[src/rtl/sfc_pkg.sv]
package sfc_pkg;
  typedef logic [7:0] byte_t;

  localparam byte_t OPC_SET_DEF   = 8'h06;
  localparam byte_t OPC_CLR_DEF   = 8'h04;
  localparam byte_t OPC_IDRD_DEF  = 8'h90;
  localparam byte_t OPC_PROG_DEF  = 8'h02;
  localparam byte_t OPC_SERA_DEF  = 8'hD8;
  localparam byte_t OPC_CERA_DEF  = 8'hC7;
  localparam byte_t OPC_WSTAT_DEF = 8'h01;
endpackage

[src/rtl/sfc_sync_edge.sv]
module sfc_sync_edge (
  input  logic clk,
  input  logic rst_n,
  input  logic cs_n,
  input  logic sck,
  input  logic si,
  output logic sck_rise,
  output logic sck_fall,
  output logic cs_act,
  output logic cs_rise,
  output logic si_s
);
  logic sck_s, sck_d, cs_s, cs_d, si_q;

  always_ff @(posedge clk or negedge rst_n) begin
    if (!rst_n) begin
      sck_s <= 1'b0;
      sck_d <= 1'b0;
      cs_s  <= 1'b1;
      cs_d  <= 1'b1;
      si_q  <= 1'b0;
    end else begin
      sck_s <= sck;
      sck_d <= sck_s;
      cs_s  <= cs_n;
      cs_d  <= cs_s;
      si_q  <= si;
    end
  end

  assign sck_rise = sck_s & ~sck_d;
  assign sck_fall = ~sck_s & sck_d;
  assign cs_act   = ~cs_s;
  assign cs_rise  = cs_s & ~cs_d;
  assign si_s     = si_q;
endmodule

[src/rtl/sfc_cmd_shift.sv]
module sfc_cmd_shift
  import sfc_pkg::*;
#(
  parameter int    CNT_W    = 12,
  parameter byte_t OPC_IDRD = OPC_IDRD_DEF
) (
  input  logic             clk,
  input  logic             rst_n,
  input  logic             cs_act,
  input  logic             sck_rise,
  input  logic             si_s,
  output byte_t            opc,
  output logic             opc_vld,
  output logic [CNT_W-1:0] bit_cnt,
  output logic             id_start,
  output logic             addr_lsb
);
  localparam logic [CNT_W-1:0] LAST_OPC  = CNT_W'(7);
  localparam logic [CNT_W-1:0] LAST_ADDR = CNT_W'(31);
  localparam logic [CNT_W-1:0] CNT_MAX   = {CNT_W{1'b1}};

  logic [CNT_W-1:0] cnt_q, cnt_n;
  logic [6:0]       pre_q, pre_n;
  byte_t            opc_q, opc_n;
  logic             vld_q, vld_n;
  logic             start_q, start_n;
  logic             lsb_q, lsb_n;

  always_comb begin
    cnt_n   = cnt_q;
    pre_n   = pre_q;
    opc_n   = opc_q;
    vld_n   = vld_q;
    lsb_n   = lsb_q;
    start_n = 1'b0;
    if (!cs_act) begin
      cnt_n = '0;
      vld_n = 1'b0;
    end else if (sck_rise) begin
      if (cnt_q != CNT_MAX) cnt_n = cnt_q + CNT_W'(1);
      pre_n = {pre_q[5:0], si_s};
      if (cnt_q == LAST_OPC) begin
        opc_n = {pre_q, si_s};
        vld_n = 1'b1;
      end
      if (cnt_q == LAST_ADDR && vld_q && opc_q == OPC_IDRD) begin
        start_n = 1'b1;
        lsb_n   = si_s;
      end
    end
  end

  always_ff @(posedge clk or negedge rst_n) begin
    if (!rst_n) begin
      cnt_q   <= '0;
      pre_q   <= '0;
      opc_q   <= '0;
      vld_q   <= 1'b0;
      start_q <= 1'b0;
      lsb_q   <= 1'b0;
    end else begin
      cnt_q   <= cnt_n;
      pre_q   <= pre_n;
      opc_q   <= opc_n;
      vld_q   <= vld_n;
      start_q <= start_n;
      lsb_q   <= lsb_n;
    end
  end

  assign opc      = opc_q;
  assign opc_vld  = vld_q;
  assign bit_cnt  = cnt_q;
  assign id_start = start_q;
  assign addr_lsb = lsb_q;

  // an opcode is only ever marked valid once 8 bits have arrived
  p_opc_full_byte_r4: assert property (@(posedge clk) disable iff (!rst_n)
    vld_q |-> (cnt_q >= CNT_W'(8)));
endmodule

[src/rtl/sfc_id_tx.sv]
module sfc_id_tx
  import sfc_pkg::*;
#(
  parameter byte_t MFR_ID = 8'h01,
  parameter byte_t DEV_ID = 8'h12
) (
  input  logic clk,
  input  logic rst_n,
  input  logic cs_act,
  input  logic sck_fall,
  input  logic id_start,
  input  logic addr_lsb,
  output logic so_data,
  output logic so_oe
);
  logic       armed_q, armed_n;
  logic       oe_q, oe_n;
  logic       sel_q, sel_n;
  byte_t      txb_q, txb_n;
  logic [2:0] idx_q, idx_n;

  always_comb begin
    armed_n = armed_q;
    oe_n    = oe_q;
    sel_n   = sel_q;
    txb_n   = txb_q;
    idx_n   = idx_q;
    if (!cs_act) begin
      armed_n = 1'b0;
      oe_n    = 1'b0;
    end else begin
      if (id_start) begin
        armed_n = 1'b1;
        sel_n   = addr_lsb;
      end
      if (sck_fall && armed_q) begin
        if (!oe_q) begin
          oe_n  = 1'b1;
          txb_n = sel_q ? DEV_ID : MFR_ID;
          idx_n = 3'd0;
        end else if (idx_q == 3'd7) begin
          sel_n = ~sel_q;
          txb_n = sel_q ? MFR_ID : DEV_ID;
          idx_n = 3'd0;
        end else begin
          txb_n = {txb_q[6:0], 1'b0};
          idx_n = idx_q + 3'd1;
        end
      end
    end
  end

  always_ff @(posedge clk or negedge rst_n) begin
    if (!rst_n) begin
      armed_q <= 1'b0;
      oe_q    <= 1'b0;
      sel_q   <= 1'b0;
      txb_q   <= '0;
      idx_q   <= '0;
    end else begin
      armed_q <= armed_n;
      oe_q    <= oe_n;
      sel_q   <= sel_n;
      txb_q   <= txb_n;
      idx_q   <= idx_n;
    end
  end

  assign so_oe   = oe_q;
  assign so_data = oe_q & txb_q[7];

  // the pad is released one cycle after the frame ends at the latest
  p_release_idle_r11: assert property (@(posedge clk) disable iff (!rst_n)
    (!cs_act && $past(!cs_act)) |-> !oe_q);
  // a driven bit only moves after a falling serial clock edge
  p_bit_on_fall_r7: assert property (@(posedge clk) disable iff (!rst_n)
    (oe_q && $past(oe_q) && (txb_q[7] != $past(txb_q[7]))) |-> $past(sck_fall));
endmodule

[src/rtl/sfc_wel_ctrl.sv]
module sfc_wel_ctrl
  import sfc_pkg::*;
#(
  parameter int    CNT_W     = 12,
  parameter byte_t OPC_SET   = OPC_SET_DEF,
  parameter byte_t OPC_CLR   = OPC_CLR_DEF,
  parameter byte_t OPC_PROG  = OPC_PROG_DEF,
  parameter byte_t OPC_SERA  = OPC_SERA_DEF,
  parameter byte_t OPC_CERA  = OPC_CERA_DEF,
  parameter byte_t OPC_WSTAT = OPC_WSTAT_DEF
) (
  input  logic             clk,
  input  logic             rst_n,
  input  logic             cs_rise,
  input  byte_t            opc,
  input  logic             opc_vld,
  input  logic [CNT_W-1:0] bit_cnt,
  output logic             wel,
  output logic             pp_grant,
  output logic             se_grant,
  output logic             be_grant,
  output logic             wrsr_grant
);
  localparam logic [CNT_W-1:0] LEN_OP   = CNT_W'(8);
  localparam logic [CNT_W-1:0] LEN_STAT = CNT_W'(16);
  localparam logic [CNT_W-1:0] LEN_ADR  = CNT_W'(32);
  localparam logic [CNT_W-1:0] LEN_PMIN = CNT_W'(40);

  logic wel_q, wel_n;
  logic pp_q, se_q, be_q, ws_q;
  logic pp_n, se_n, be_n, ws_n;
  logic done, len_pp;

  always_comb begin
    done   = cs_rise && opc_vld;
    len_pp = (bit_cnt >= LEN_PMIN) && (bit_cnt[2:0] == 3'b000);
    pp_n   = done && wel_q && opc == OPC_PROG  && len_pp;
    se_n   = done && wel_q && opc == OPC_SERA  && bit_cnt == LEN_ADR;
    be_n   = done && wel_q && opc == OPC_CERA  && bit_cnt == LEN_OP;
    ws_n   = done && wel_q && opc == OPC_WSTAT && bit_cnt == LEN_STAT;
    wel_n  = wel_q;
    if (done && bit_cnt == LEN_OP && opc == OPC_SET) wel_n = 1'b1;
    if (done && bit_cnt == LEN_OP && opc == OPC_CLR) wel_n = 1'b0;
    if (pp_n || se_n || be_n || ws_n)                wel_n = 1'b0;
  end

  always_ff @(posedge clk or negedge rst_n) begin
    if (!rst_n) begin
      wel_q <= 1'b0;
      pp_q  <= 1'b0;
      se_q  <= 1'b0;
      be_q  <= 1'b0;
      ws_q  <= 1'b0;
    end else begin
      wel_q <= wel_n;
      pp_q  <= pp_n;
      se_q  <= se_n;
      be_q  <= be_n;
      ws_q  <= ws_n;
    end
  end

  assign wel        = wel_q;
  assign pp_grant   = pp_q;
  assign se_grant   = se_q;
  assign be_grant   = be_q;
  assign wrsr_grant = ws_q;

  // a grant needs the latch set before it
  p_grant_needs_latch_r10: assert property (@(posedge clk) disable iff (!rst_n)
    (pp_q || se_q || be_q || ws_q) |-> $past(wel_q));
  // a grant leaves the latch cleared
  p_grant_clears_r9: assert property (@(posedge clk) disable iff (!rst_n)
    (pp_q || se_q || be_q || ws_q) |-> !wel_q);
  // at most one grant at a time
  p_one_grant_r8: assert property (@(posedge clk) disable iff (!rst_n)
    $onehot0({pp_q, se_q, be_q, ws_q}));
  // the latch moves only at the end of a frame
  p_latch_at_end_r4: assert property (@(posedge clk) disable iff (!rst_n)
    !$stable(wel_q) |-> $past(cs_rise));
endmodule

[src/rtl/sfc_cmd_frontend.sv]
module sfc_cmd_frontend
  import sfc_pkg::*;
#(
  parameter int    CNT_W     = 12,
  parameter byte_t MFR_ID    = 8'h01,
  parameter byte_t DEV_ID    = 8'h12,
  parameter byte_t OPC_SET   = OPC_SET_DEF,
  parameter byte_t OPC_CLR   = OPC_CLR_DEF,
  parameter byte_t OPC_IDRD  = OPC_IDRD_DEF,
  parameter byte_t OPC_PROG  = OPC_PROG_DEF,
  parameter byte_t OPC_SERA  = OPC_SERA_DEF,
  parameter byte_t OPC_CERA  = OPC_CERA_DEF,
  parameter byte_t OPC_WSTAT = OPC_WSTAT_DEF
) (
  input  logic clk,
  input  logic rst_n,
  input  logic cs_n,
  input  logic sck,
  input  logic si,
  output logic so_data,
  output logic so_oe,
  output logic wel,
  output logic pp_grant,
  output logic se_grant,
  output logic be_grant,
  output logic wrsr_grant
);
  logic             sck_rise, sck_fall, cs_act, cs_rise, si_s;
  byte_t            opc;
  logic             opc_vld, id_start, addr_lsb;
  logic [CNT_W-1:0] bit_cnt;

  sfc_sync_edge u_sync (
    .clk(clk), .rst_n(rst_n), .cs_n(cs_n), .sck(sck), .si(si),
    .sck_rise(sck_rise), .sck_fall(sck_fall), .cs_act(cs_act),
    .cs_rise(cs_rise), .si_s(si_s)
  );

  sfc_cmd_shift #(.CNT_W(CNT_W), .OPC_IDRD(OPC_IDRD)) u_shift (
    .clk(clk), .rst_n(rst_n), .cs_act(cs_act), .sck_rise(sck_rise),
    .si_s(si_s), .opc(opc), .opc_vld(opc_vld), .bit_cnt(bit_cnt),
    .id_start(id_start), .addr_lsb(addr_lsb)
  );

  sfc_id_tx #(.MFR_ID(MFR_ID), .DEV_ID(DEV_ID)) u_idtx (
    .clk(clk), .rst_n(rst_n), .cs_act(cs_act), .sck_fall(sck_fall),
    .id_start(id_start), .addr_lsb(addr_lsb),
    .so_data(so_data), .so_oe(so_oe)
  );

  sfc_wel_ctrl #(
    .CNT_W(CNT_W), .OPC_SET(OPC_SET), .OPC_CLR(OPC_CLR),
    .OPC_PROG(OPC_PROG), .OPC_SERA(OPC_SERA), .OPC_CERA(OPC_CERA),
    .OPC_WSTAT(OPC_WSTAT)
  ) u_wel (
    .clk(clk), .rst_n(rst_n), .cs_rise(cs_rise), .opc(opc),
    .opc_vld(opc_vld), .bit_cnt(bit_cnt), .wel(wel),
    .pp_grant(pp_grant), .se_grant(se_grant), .be_grant(be_grant),
    .wrsr_grant(wrsr_grant)
  );
endmodule

[config.mk]
export PLATFORM = sky130hd
export DESIGN_NAME = sfc_cmd_frontend
export DESIGN_NICKNAME = d
export VERILOG_FILES = /design/src/rtl/sfc_pkg.sv /design/src/rtl/sfc_sync_edge.sv /design/src/rtl/sfc_cmd_shift.sv /design/src/rtl/sfc_id_tx.sv /design/src/rtl/sfc_wel_ctrl.sv /design/src/rtl/sfc_cmd_frontend.sv
export SDC_FILE = /design/constraint.sdc
export NUM_CORES = 1
export LEC_CHECK = 0
export ABC_CLOCK_PERIOD_IN_PS = 3000
export CAP_MARGIN = 20
export CORE_MARGIN = 8
export CORE_UTILIZATION = 50
export DETAILED_ROUTE_END_ITERATION = 10
export GPL_TIMING_DRIVEN = 0
export PLACE_DENSITY = 0.67
export SYNTH_ARGS = -nofsm -noshare
export SYNTH_HDL_FRONTEND = slang
export SYNTH_SLANG_ARGS = --single-unit
[constraint.sdc]
create_clock -name clk -period 3 [get_ports clk]
set_input_delay 0.3 -clock clk [delete_from_list [all_inputs] [get_ports clk]]
set_output_delay 0.3 -clock clk [all_outputs]
set_load 0.01 [all_outputs]
### Word-level counts from Yosys, hierarchy flattened

Cells that the tools add are included.

* logic and storage cells: 106
* input bits: 5
* bits in registers: 54
* output and inout bits: 7

* bitwise operators: 9
* reductions and logical operators: 33
* mux-type cells: 26
* order comparisons: 1
* add/sub/neg operators: 2
* equal/unequal tests: 14

Operators with widths (count)
* $mux 12: 3
* $eq 12x5->1 const B: 2
* $eq 8x8->1 const B: 3
* $logic_and 1x1->1: 17
* $mux 1: 17
* $eq 8x3->1 const B: 2
* $mux 8: 2
* $add 12x1->12 const B: 1
* $eq 12x3->1 const B: 1
* $eq 12x4->1 const B: 1
* $eq 12x6->1 const B: 1
* $ge 12x6->1 const B: 1
* $ne 12x12->1 const B: 1
* $mux 5: 2
* $reduce_bool 2->1: 5
* $eq 8x1->1 const B: 1
* $eq 8x2->1 const B: 1
* $reduce_and 2->1: 4
* $mux 3: 2
* $reduce_and 3->1: 2
* $not 1->1: 5
* $and 1x1->1: 4
* $add 3x1->3 const B: 1
* $eq 3x3->1 const B: 1
* other kinds (3): 5

### Logic depth before layout (Yosys ltp)

Gate-level depths: netlist (run 1).

* depth after elaboration: 10
* gate-level depth with buffers: 7
* depth with buffers taken out: 7

### By module

A second synthesis (run 1) with hierarchy kept.

* cell total of the unflattened synthesis: 230
* area, all modules: 2566.2 um2

By module, submodules not included
* sfc_cmd_shift: cells each 114, area an instance 1371.3 um2, instances 1, sequential area each 750.7 um2
* sfc_id_tx: cells each 68, area an instance 666.9 um2, instances 1, sequential area each 350.3 um2
* sfc_wel_ctrl: cells each 39, area an instance 375.4 um2, instances 1, sequential area each 125.1 um2
* sfc_sync_edge: cells each 9, area an instance 152.6 um2, instances 1, sequential area each 127.6 um2

### Worst setup path after synthesis (run 1)

OpenSTA, ideal clock, no wires.

* kind: register -> register
* from: register u_sync.sck_d
* to: register u_shift.cnt_q[9] (netlist: u_shift.bit_cnt[9])
* arrival time: 1781 ps
* setup slack: 1087 ps
* buffers on the path: 1
* cell stages (with the launch flop): 7
* library setup time: 132 ps
* path through: dfrtp_1 > nand2b_4 > or4_1 > buf_2 > or4_1 > xor2_1 > nor2_1

* word-level cells in the longest chain between the ends: 4

RTL lines
* from (decl): RTL line sfc_sync_edge.sv:13 `logic sck_s, sck_d, cs_s, cs_d, si_q;`
* from (signal assigned): RTL line sfc_sync_edge.sv:24 `sck_d <= sck_s;`
* $not 1->1: RTL line sfc_sync_edge.sv:31 `assign sck_rise = sck_s & ~sck_d;`
* $and 1x1->1: RTL line sfc_sync_edge.sv:31
* $reduce_bool 2->1 (no source line)
* $reduce_and 2->1 (no source line)
* to (signal assigned): RTL line sfc_cmd_shift.sv:62 `cnt_q <= cnt_n;`
* to (decl): RTL line sfc_cmd_shift.sv:22 `logic [CNT_W-1:0] cnt_q, cnt_n;`

No other way between the ends.
A chain may end at the register's enable or synchronous reset.

### Worst setup path after layout (run 1)

* from: register u_shift.cnt_q[8] (netlist: u_shift.bit_cnt[8])
* to: register u_shift.opc_q[3] (netlist: u_shift.opc[3])

* word-level cells in the longest chain between the ends: 2

RTL lines
* $eq 12x3->1: RTL line sfc_cmd_shift.sv:42 `if (cnt_q == LAST_OPC) begin`
* $reduce_and 3->1 (no source line)
* to (signal assigned): RTL line sfc_cmd_shift.sv:64 `opc_q <= opc_n;`
* to (decl): RTL line sfc_cmd_shift.sv:24 `byte_t opc_q, opc_n;`

No other way between the ends.

==> results of run 1 <==
## worst paths after layout
| check | start | to | slack, ns |
|---|---|---|---|
| max | u_shift.bit_cnt[8]$_DFFE_PN0P_ | u_shift.opc[3]$_DFFE_PN0P_ | 0.64 |
| max reg2reg | u_shift.bit_cnt[8]$_DFFE_PN0P_ | u_shift.opc[3]$_DFFE_PN0P_ | 0.64 |
| min reg2reg | u_sync.cs_s$_DFF_PN1_ | u_sync.cs_d$_DFF_PN1_ | 0.37 |
| max in group asynchronous | rst_n | u_sync.cs_s$_DFF_PN1_ | 1.93 |
| min | u_sync.cs_s$_DFF_PN1_ | u_sync.cs_d$_DFF_PN1_ | 0.37 |
| min in group asynchronous | rst_n | u_shift.bit_cnt[8]$_DFFE_PN0P_ | 0.45 |
## state kept, by name (all words and copies together), names as in the netlist, 3 cells and up
| signal | flops |
|---|---|
| u_shift.bit_cnt | 12 |
| u_idtx.txb_q | 8 |
| u_shift.opc | 8 |
| u_shift.pre_q | 7 |
| u_idtx.idx_q | 3 |
## where the power goes
part           total (mW)  internal [mW]  switching (mW)
Combinational      0.0770         0.0429          0.0341
Clock               0.490          0.248           0.242
Sequential          0.802          0.772          0.0296
## kinds of logic (layout without fill, tap and decap cells)
logic type	after synthesis	in the layout	synth area share
buffers and inverters	10	31	0.0166
AOI/OAI and AO/OA	29	29	0.0719
and+or+nand+nor	114	114	0.239
DFF	54	54	0.560
adders and majority gates	4	4	0.0207
xor gates and xnor gates	5	5	0.0181
muxes	16	16	0.0740
## worst reg2reg max path, stage by stage, from the launching register on
cell,delay (ns)
dfrtp_1,0.43
nor4_1,0.49
nand2_1,0.26
nor3_2,0.66
mux2_2,0.41
## cell usage after synthesis (3+ instances only)
| cell | count | area share |
|---|---|---|
| dfrtp_1 | 52 | 0.54 |
| nor2_1 | 31 | 0.048 |
| nand2_1 | 29 | 0.045 |
| mux2_2 | 15 | 0.070 |
| o21ai_0 | 15 | 0.031 |
| nor3_1 | 11 | 0.023 |
| nor4_1 | 7 | 0.018 |
| nand3_1 | 6 | 0.012 |
| nand4_1 | 5 | 0.013 |
| nor4b_1 | 5 | 0.018 |
| a21oi_1 | 4 | 0.0083 |
| ha_1 | 4 | 0.021 |
| inv_1 | 4 | 0.0062 |
| xnor2_1 | 4 | 0.014 |
| clkbuf_1 | 3 | 0.0047 |
| nor2b_1 | 3 | 0.0078 |
## routing by layer
layer | share of wire | wire, µm | global-route usage
met5 | 0 | 0 | 0
met2 | 0.46 | 2030 | 0.197
met3 | 0.040 | 178 | 0.0363
met4 | 0.013 | 57 | 0.0573
met1 | 0.49 | 2150 | 0.171
## layout make-up
type                            count  area (µm²)
Buffer                              6        25.0
Clock buffer                        5        68.8
Clock inverter                      3        45.0
Fill cell                         413        1960
Inverter                            4        15.0
Multi-Input combinational cell    168        1020
Sequential cell                    54        1350
Tap cell                           54        67.6
Timing Repair Buffer               13         135
## stage by stage
stage | hold WS [ns] | cells | util | setup WS, ns | area [µm²]
floorplan | 0.00441 | 232 | - | 1.09 | 2420
global placement | 0.370 | 297 | 0.553 | 0.0204 | 2600
detailed placement | 0.269 | 298 | 0.557 | 0.691 | 2610
CTS | 0.378 | 307 | 0.583 | 0.675 | 2740
global route | 0.391 | 307 | 0.583 | 0.576 | 2740
finish | 0.374 | 307 | 0.583 | 0.637 | 2740
## layout by cell type (no fill, tap or decap), types with 2 or more instances in the layout
| cell | n |
|---|---|
| nand3_1 | 6 |
| clkinvlp_4 | 2 |
| inv_1 | 4 |
| buf_2 | 3 |
| nor4b_1 | 5 |
| clkbuf_1 | 3 |
| and4_1 | 2 |
| nand4b_1 | 2 |
| clkdlybuf4s50_1 | 10 |
| or2_2 | 2 |
| ha_1 | 4 |
| a21o_1 | 2 |
| nor3_1 | 11 |
| o21ai_0 | 15 |
| nand4_1 | 5 |
| a32oi_1 | 2 |
| nor4_1 | 7 |
| dfrtp_1 | 52 |
| nand2_1 | 29 |
| or4_1 | 2 |
| a211oi_1 | 2 |
| or3_1 | 2 |
| xnor2_1 | 4 |
| nor2b_1 | 3 |
| a21oi_1 | 4 |
| and3_1 | 2 |
| mux2_2 | 15 |
| clkbuf_8 | 5 |
| nor2_1 | 31 |
| dfstp_2 | 2 |
==> qor.txt, run 1 <==
DRC viols: 0
CP endpoint kind: flip-flop
CP Buf/Inv Count: 0
Tot GR Track Use: 0.131
CTS buffer count: 5
worst min-delay path class: flip-flop to flip-flop
CP Launch Type: flip-flop
hold_buf cts: 1
Vias: 1775
CP Cell Sequence: nor4_1 > nand2_1 > nor3_2 > mux2_2
Cells after Synth: 232
port bufs: 11
area growth from synthesis to layout: 13.1%
worst vdd ir: 304 µV
Tmin final: 2.36 ns
core area: 4690 µm²
Fin Setup TNS: 0 ns
sequential area share after synthesis: 0.560
Levels on crit path: 4
clock sinks: 54
io pins: 12
vias in the first global route: 1679
Cell Rows: 25
Critical Path RT: 3.20 ns
delay of the slowest cell on the worst path: 0.66 ns
Yosys reg bits: 54
Final Max Slew Viols: 0
initial antenna violation count: 0
Initial Util: 0.515
Die Area: 7320 µm²
proportion of layout cells with a drive suffix above 1: 0.134
CTS resizes: 0
Syn Nets: 241
outcome: complete, no violations
Avg Inst Size Synth: 10.4 µm²
first-pass GRT wire length: 7700 µm
ys async rst share: 1.00
final setup skew: 0.00772 ns
Yosys Warn Count: 0
post-CTS setup buffers: 0
RSZ-0062 raised after global routing: no
Setup-failing EPs final: 0
Die Span Y: 85.6 µm
Cell variety after synth: 39
kind of critical path: flip-flop to flip-flop
routability cong.: 0.885
Critical Path Fanout Max: 9
Synth Flop Type: dfrtp_1
number of DRC markers in iteration 0: 83
remaining global-route overflow: 0
CP max-delay cell: nor3_2
CTS root buffer: clkbuf_8
CTS Buffer Depth: 2
DP Wirelength: 3170 µm
Die W: 85.6 µm
R2R cell count: 4
CTS tree: built
Max Cap Viol: 0
Slew headroom: 0.525
final WL: 4420 µm
post-route clock period utilization: 0.788
number of synthesized flops with an enable pin: 0
DRT Pass-1 Iters: 4
Top Family by Delay on Critical Path: simple AND/OR/NAND/NOR gates
pin slew with the least headroom to its limit: 0.709 ns
Avg WL per Cell: 14.4 µm
Antenna Nets Post-Route: 0
nets: 261
P per Cell Area: 501 nW/µm²
final hold violations: 0
# diodes: 0
Tot Pwr: 1.37 mW
crit path DAT: 2.56 ns
largest net degree at the start of global routing: 37
insertion delay to the later sink of the worst-skew pair: 0.31 ns
H-Tree Depth: 2
Syn Std Cell Area: 2420 µm²
Worst-path clk slew: 0.10 ns
routed vias/inst: 5.78
fmax: 423 MHz
hold path cells: 0
Pleak: 1.17 nW
(Power assumes the default switching activity.)
==> run 2, diff against run 1 <==
--- a/config.mk
+++ b/config.mk
@@ -5,13 +5,13 @@
 export SDC_FILE = /design/constraint.sdc
 export NUM_CORES = 1
 export LEC_CHECK = 0
-export ABC_CLOCK_PERIOD_IN_PS = 3000
+export ABC_CLOCK_PERIOD_IN_PS = 2140
 export CAP_MARGIN = 20
 export CORE_MARGIN = 8
 export CORE_UTILIZATION = 50
 export DETAILED_ROUTE_END_ITERATION = 10
 export GPL_TIMING_DRIVEN = 0
-export PLACE_DENSITY = 0.67
+export PLACE_DENSITY = 0.7
 export SYNTH_ARGS = -nofsm -noshare
 export SYNTH_HDL_FRONTEND = slang
 export SYNTH_SLANG_ARGS = --single-unit
==> constraint.sdc (replaced) <==
create_clock -name clk -period 2.14 [get_ports clk]
set_input_delay 0.214 -clock clk [delete_from_list [all_inputs] [get_ports clk]]
set_output_delay 0.214 -clock clk [all_outputs]
set_load 0.01 [all_outputs]
==> qor.txt, run 2 (synthesized netlist as in run 1, its figures left out) <==
outcome: complete, no violations (unchanged)
Slew headroom: 0.653 (was 0.525)
Int Power: 1.41 mW (was 1.06 mW)
Critical R2R Launch: u_sync.sck_d$_DFF_PN0_ (was u_shift.bit_cnt[8]$_DFFE_PN0P_)
CP max-delay cell: or4_1 (was nor3_2)
Top Family by Delay on Critical Path: simple AND/OR/NAND/NOR gates (unchanged)
worst min-delay path class: input pin to flip-flop (was flip-flop to flip-flop)
nets: 262 (was 261)
Die W: 85.6 µm (unchanged)
final std cells w/o fill: 308 (was 307)
routability cong.: 0.888 (was 0.885)
max FFs per register: 12 (unchanged)
number of DRC markers in iteration 0: 161 (was 83)
Max Cap Viol: 0 (unchanged)
P per Cell Area: 661 nW/µm² (was 501 nW/µm²)
Comb pwr share: 0.059 (was 0.056)
insertion delay to the later sink of the worst-skew pair: 0.31 ns (about the same)
Die Area: 7320 µm² (unchanged)
register area: 1350 µm² (unchanged)
share of power burned in registers: 0.615 (was 0.586)
DRC viols: 0 (unchanged)
CP endpoint kind: flip-flop (unchanged)
Critical Path Fanout Max: 7 (was 9)
pin slew with the least headroom to its limit: 0.516 ns (was 0.709 ns)
port bufs: 11 (unchanged)
FILL cells: 385 (was 413)
Cell Rows: 25 (unchanged)
kind of critical path: flip-flop to flip-flop (unchanged)
CP Launch Type: flip-flop (unchanged)
first-pass GRT wire length: 7890 µm (was 7700 µm)
largest net degree at the start of global routing: 37 (unchanged)
# diodes: 0 (unchanged)
DRT Pass-1 Iters: 5 (was 4)
Pleak: 1.19 nW (was 1.17 nW)
CTS root buffer: clkbuf_8 (unchanged)
worst vdd ir: 426 µV (was 304 µV)
final setup skew: 0.00819 ns (was 0.00772 ns)
Critical Path RT: 2.33 ns (was 3.20 ns)
proportion of layout cells with a drive suffix above 1: 0.146 (was 0.134)
Avg WL per Cell: 14.8 µm (was 14.4 µm)
Antenna Nets Post-Route: 0 (unchanged)
Psw: 0.421 mW (was 0.305 mW)
CP Buf/Inv Count: 1 (was 0)
CP Cell Sequence: nand2b_4 > or4_1 > buf_2 > or4_1 > xor2_1 > nor2_1 (was nor4_1 > nand2_1 > nor3_2 > mux2_2)
Vias: 1772 (was 1775)
Post-Route Hold Slack: 0.303 ns (was 0.374 ns)
clock sinks: 54 (unchanged)
number of placed cells counting well taps: 298 (unchanged)
H-Tree Depth: 2 (unchanged)
CP Launch Point: u_sync.sck_d$_DFF_PN0_ (was u_shift.bit_cnt[8]$_DFFE_PN0P_)
commonest non-fill, non-tap cell in the layout: dfrtp_1 (unchanged)
Sw Ratio: 0.230 (was 0.223)
final WL: 4560 µm (was 4420 µm)
initial antenna violation count: 0 (unchanged)
final hold violations: 0 (unchanged)
Tot GR Track Use: 0.134 (was 0.131)
CTS Buffer Depth: 2 (unchanged)
area growth from synthesis to layout: 14.5% (was 13.1%)
delay of the slowest cell on the worst path: 0.48 ns (was 0.66 ns)
Worst-path clk slew: 0.10 ns (about the same)
CTS tree: built (unchanged)
io pins: 12 (unchanged)
Final Max Slew Viols: 0 (unchanged)
Setup-failing EPs final: 0 (unchanged)
crit path DAT: 2.20 ns (was 2.56 ns)
most used cell, CP: or4_1
remaining global-route overflow: 0 (unchanged)
multi-input logic area: 1050 µm² (was 1020 µm²)
Tmin final: 2.01 ns (was 2.36 ns)
Fin Setup TNS: 0 ns (unchanged)
DP Wirelength: 3110 µm (was 3170 µm)
commonest non-fill, non-tap cells in the layout: 52 x dfrtp_1, 31 x nor2_1, 29 x nand2_1 (unchanged)
Clock power frac: 0.326 (was 0.358)
post-route clock period utilization: 0.940 (was 0.788)
routed vias/inst: 5.75 (was 5.78)
CTS buffer count: 5 (unchanged)
RSZ-0062 raised after global routing: no (unchanged)
Initial Util: 0.515 (unchanged)
Worst Hold Launch: cs_n (was u_sync.cs_s$_DFF_PN1_)
fmax: 497 MHz (was 423 MHz)
Die Span Y: 85.6 µm (unchanged)
core area: 4690 µm² (unchanged)
Tot Pwr: 1.83 mW (was 1.37 mW)
vias in the first global route: 1712 (was 1679)
[run 2: metrics by stage]
step / util / worst slack (ns) / instance area (µm²)
after floorplan: - / 0.227 / 2420
after global placement: 0.553 / -0.753 / 2600
after detailed placement: 0.557 / -0.0474 / 2610
after CTS: 0.581 / 0.0289 / 2730
after global routing: 0.590 / 0.0298 / 2770
final: 0.590 / 0.128 / 2770
[run 2: worst paths after layout]
check / end / slack, ns / cells after the start
max in group asynchronous: u_sync.cs_d$_DFF_PN1_ / 1.16 / 3
setup / recovery: u_shift.bit_cnt[9]$_DFFE_PN0P_ / 0.13 / 6
setup reg to reg: u_shift.bit_cnt[9]$_DFFE_PN0P_ / 0.13 / 6
hold reg to reg: u_sync.cs_d$_DFF_PN1_ / 0.38 / 0
min in group asynchronous: u_shift.bit_cnt[10]$_DFFE_PN0P_ / 0.38 / 2
hold / removal: u_sync.cs_s$_DFF_PN1_ / 0.30 / 1
[run 2: power groups by stage]
stage | registers (mW) | logic (mW) | clock network [mW]
after global routing | 1.14 | 0.121 | 0.653
final | 1.13 | 0.108 | 0.597
after CTS | 1.13 | 0.111 | 0.625
after global placement | 1.14 | 0.104 | 0
after floorplan | 1.13 | 0.0688 | 0
after detailed placement | 1.15 | 0.110 | 0
[run 2: layer usage]
layer  up-vias  wire length (µm)  GRT usage
met5         -                 0          0
met3         6               154     0.0363
met1       866              2220      0.174
met2        29              2120      0.206
li1        871                 -          -
met4         0                58     0.0557
[run 2: repair_timing]
item	in CTS	in global routing
hold buffers	1	0
hold endpoints to repair	18	0
resized for setup	1	3
setup buffers	0	1
endpoints found under the setup margin	8	12
pin swaps	0	1
[run 2: area by class of cell]
cell class,instances,area share
tap,54,0.0244
multi-input combinational,168,0.380
inverter,4,0.00542
timing repair buffer,14,0.0560
clock buffer,6,0.0298
clock inverter,2,0.00633
sequential,54,0.489
buffer,6,0.00904
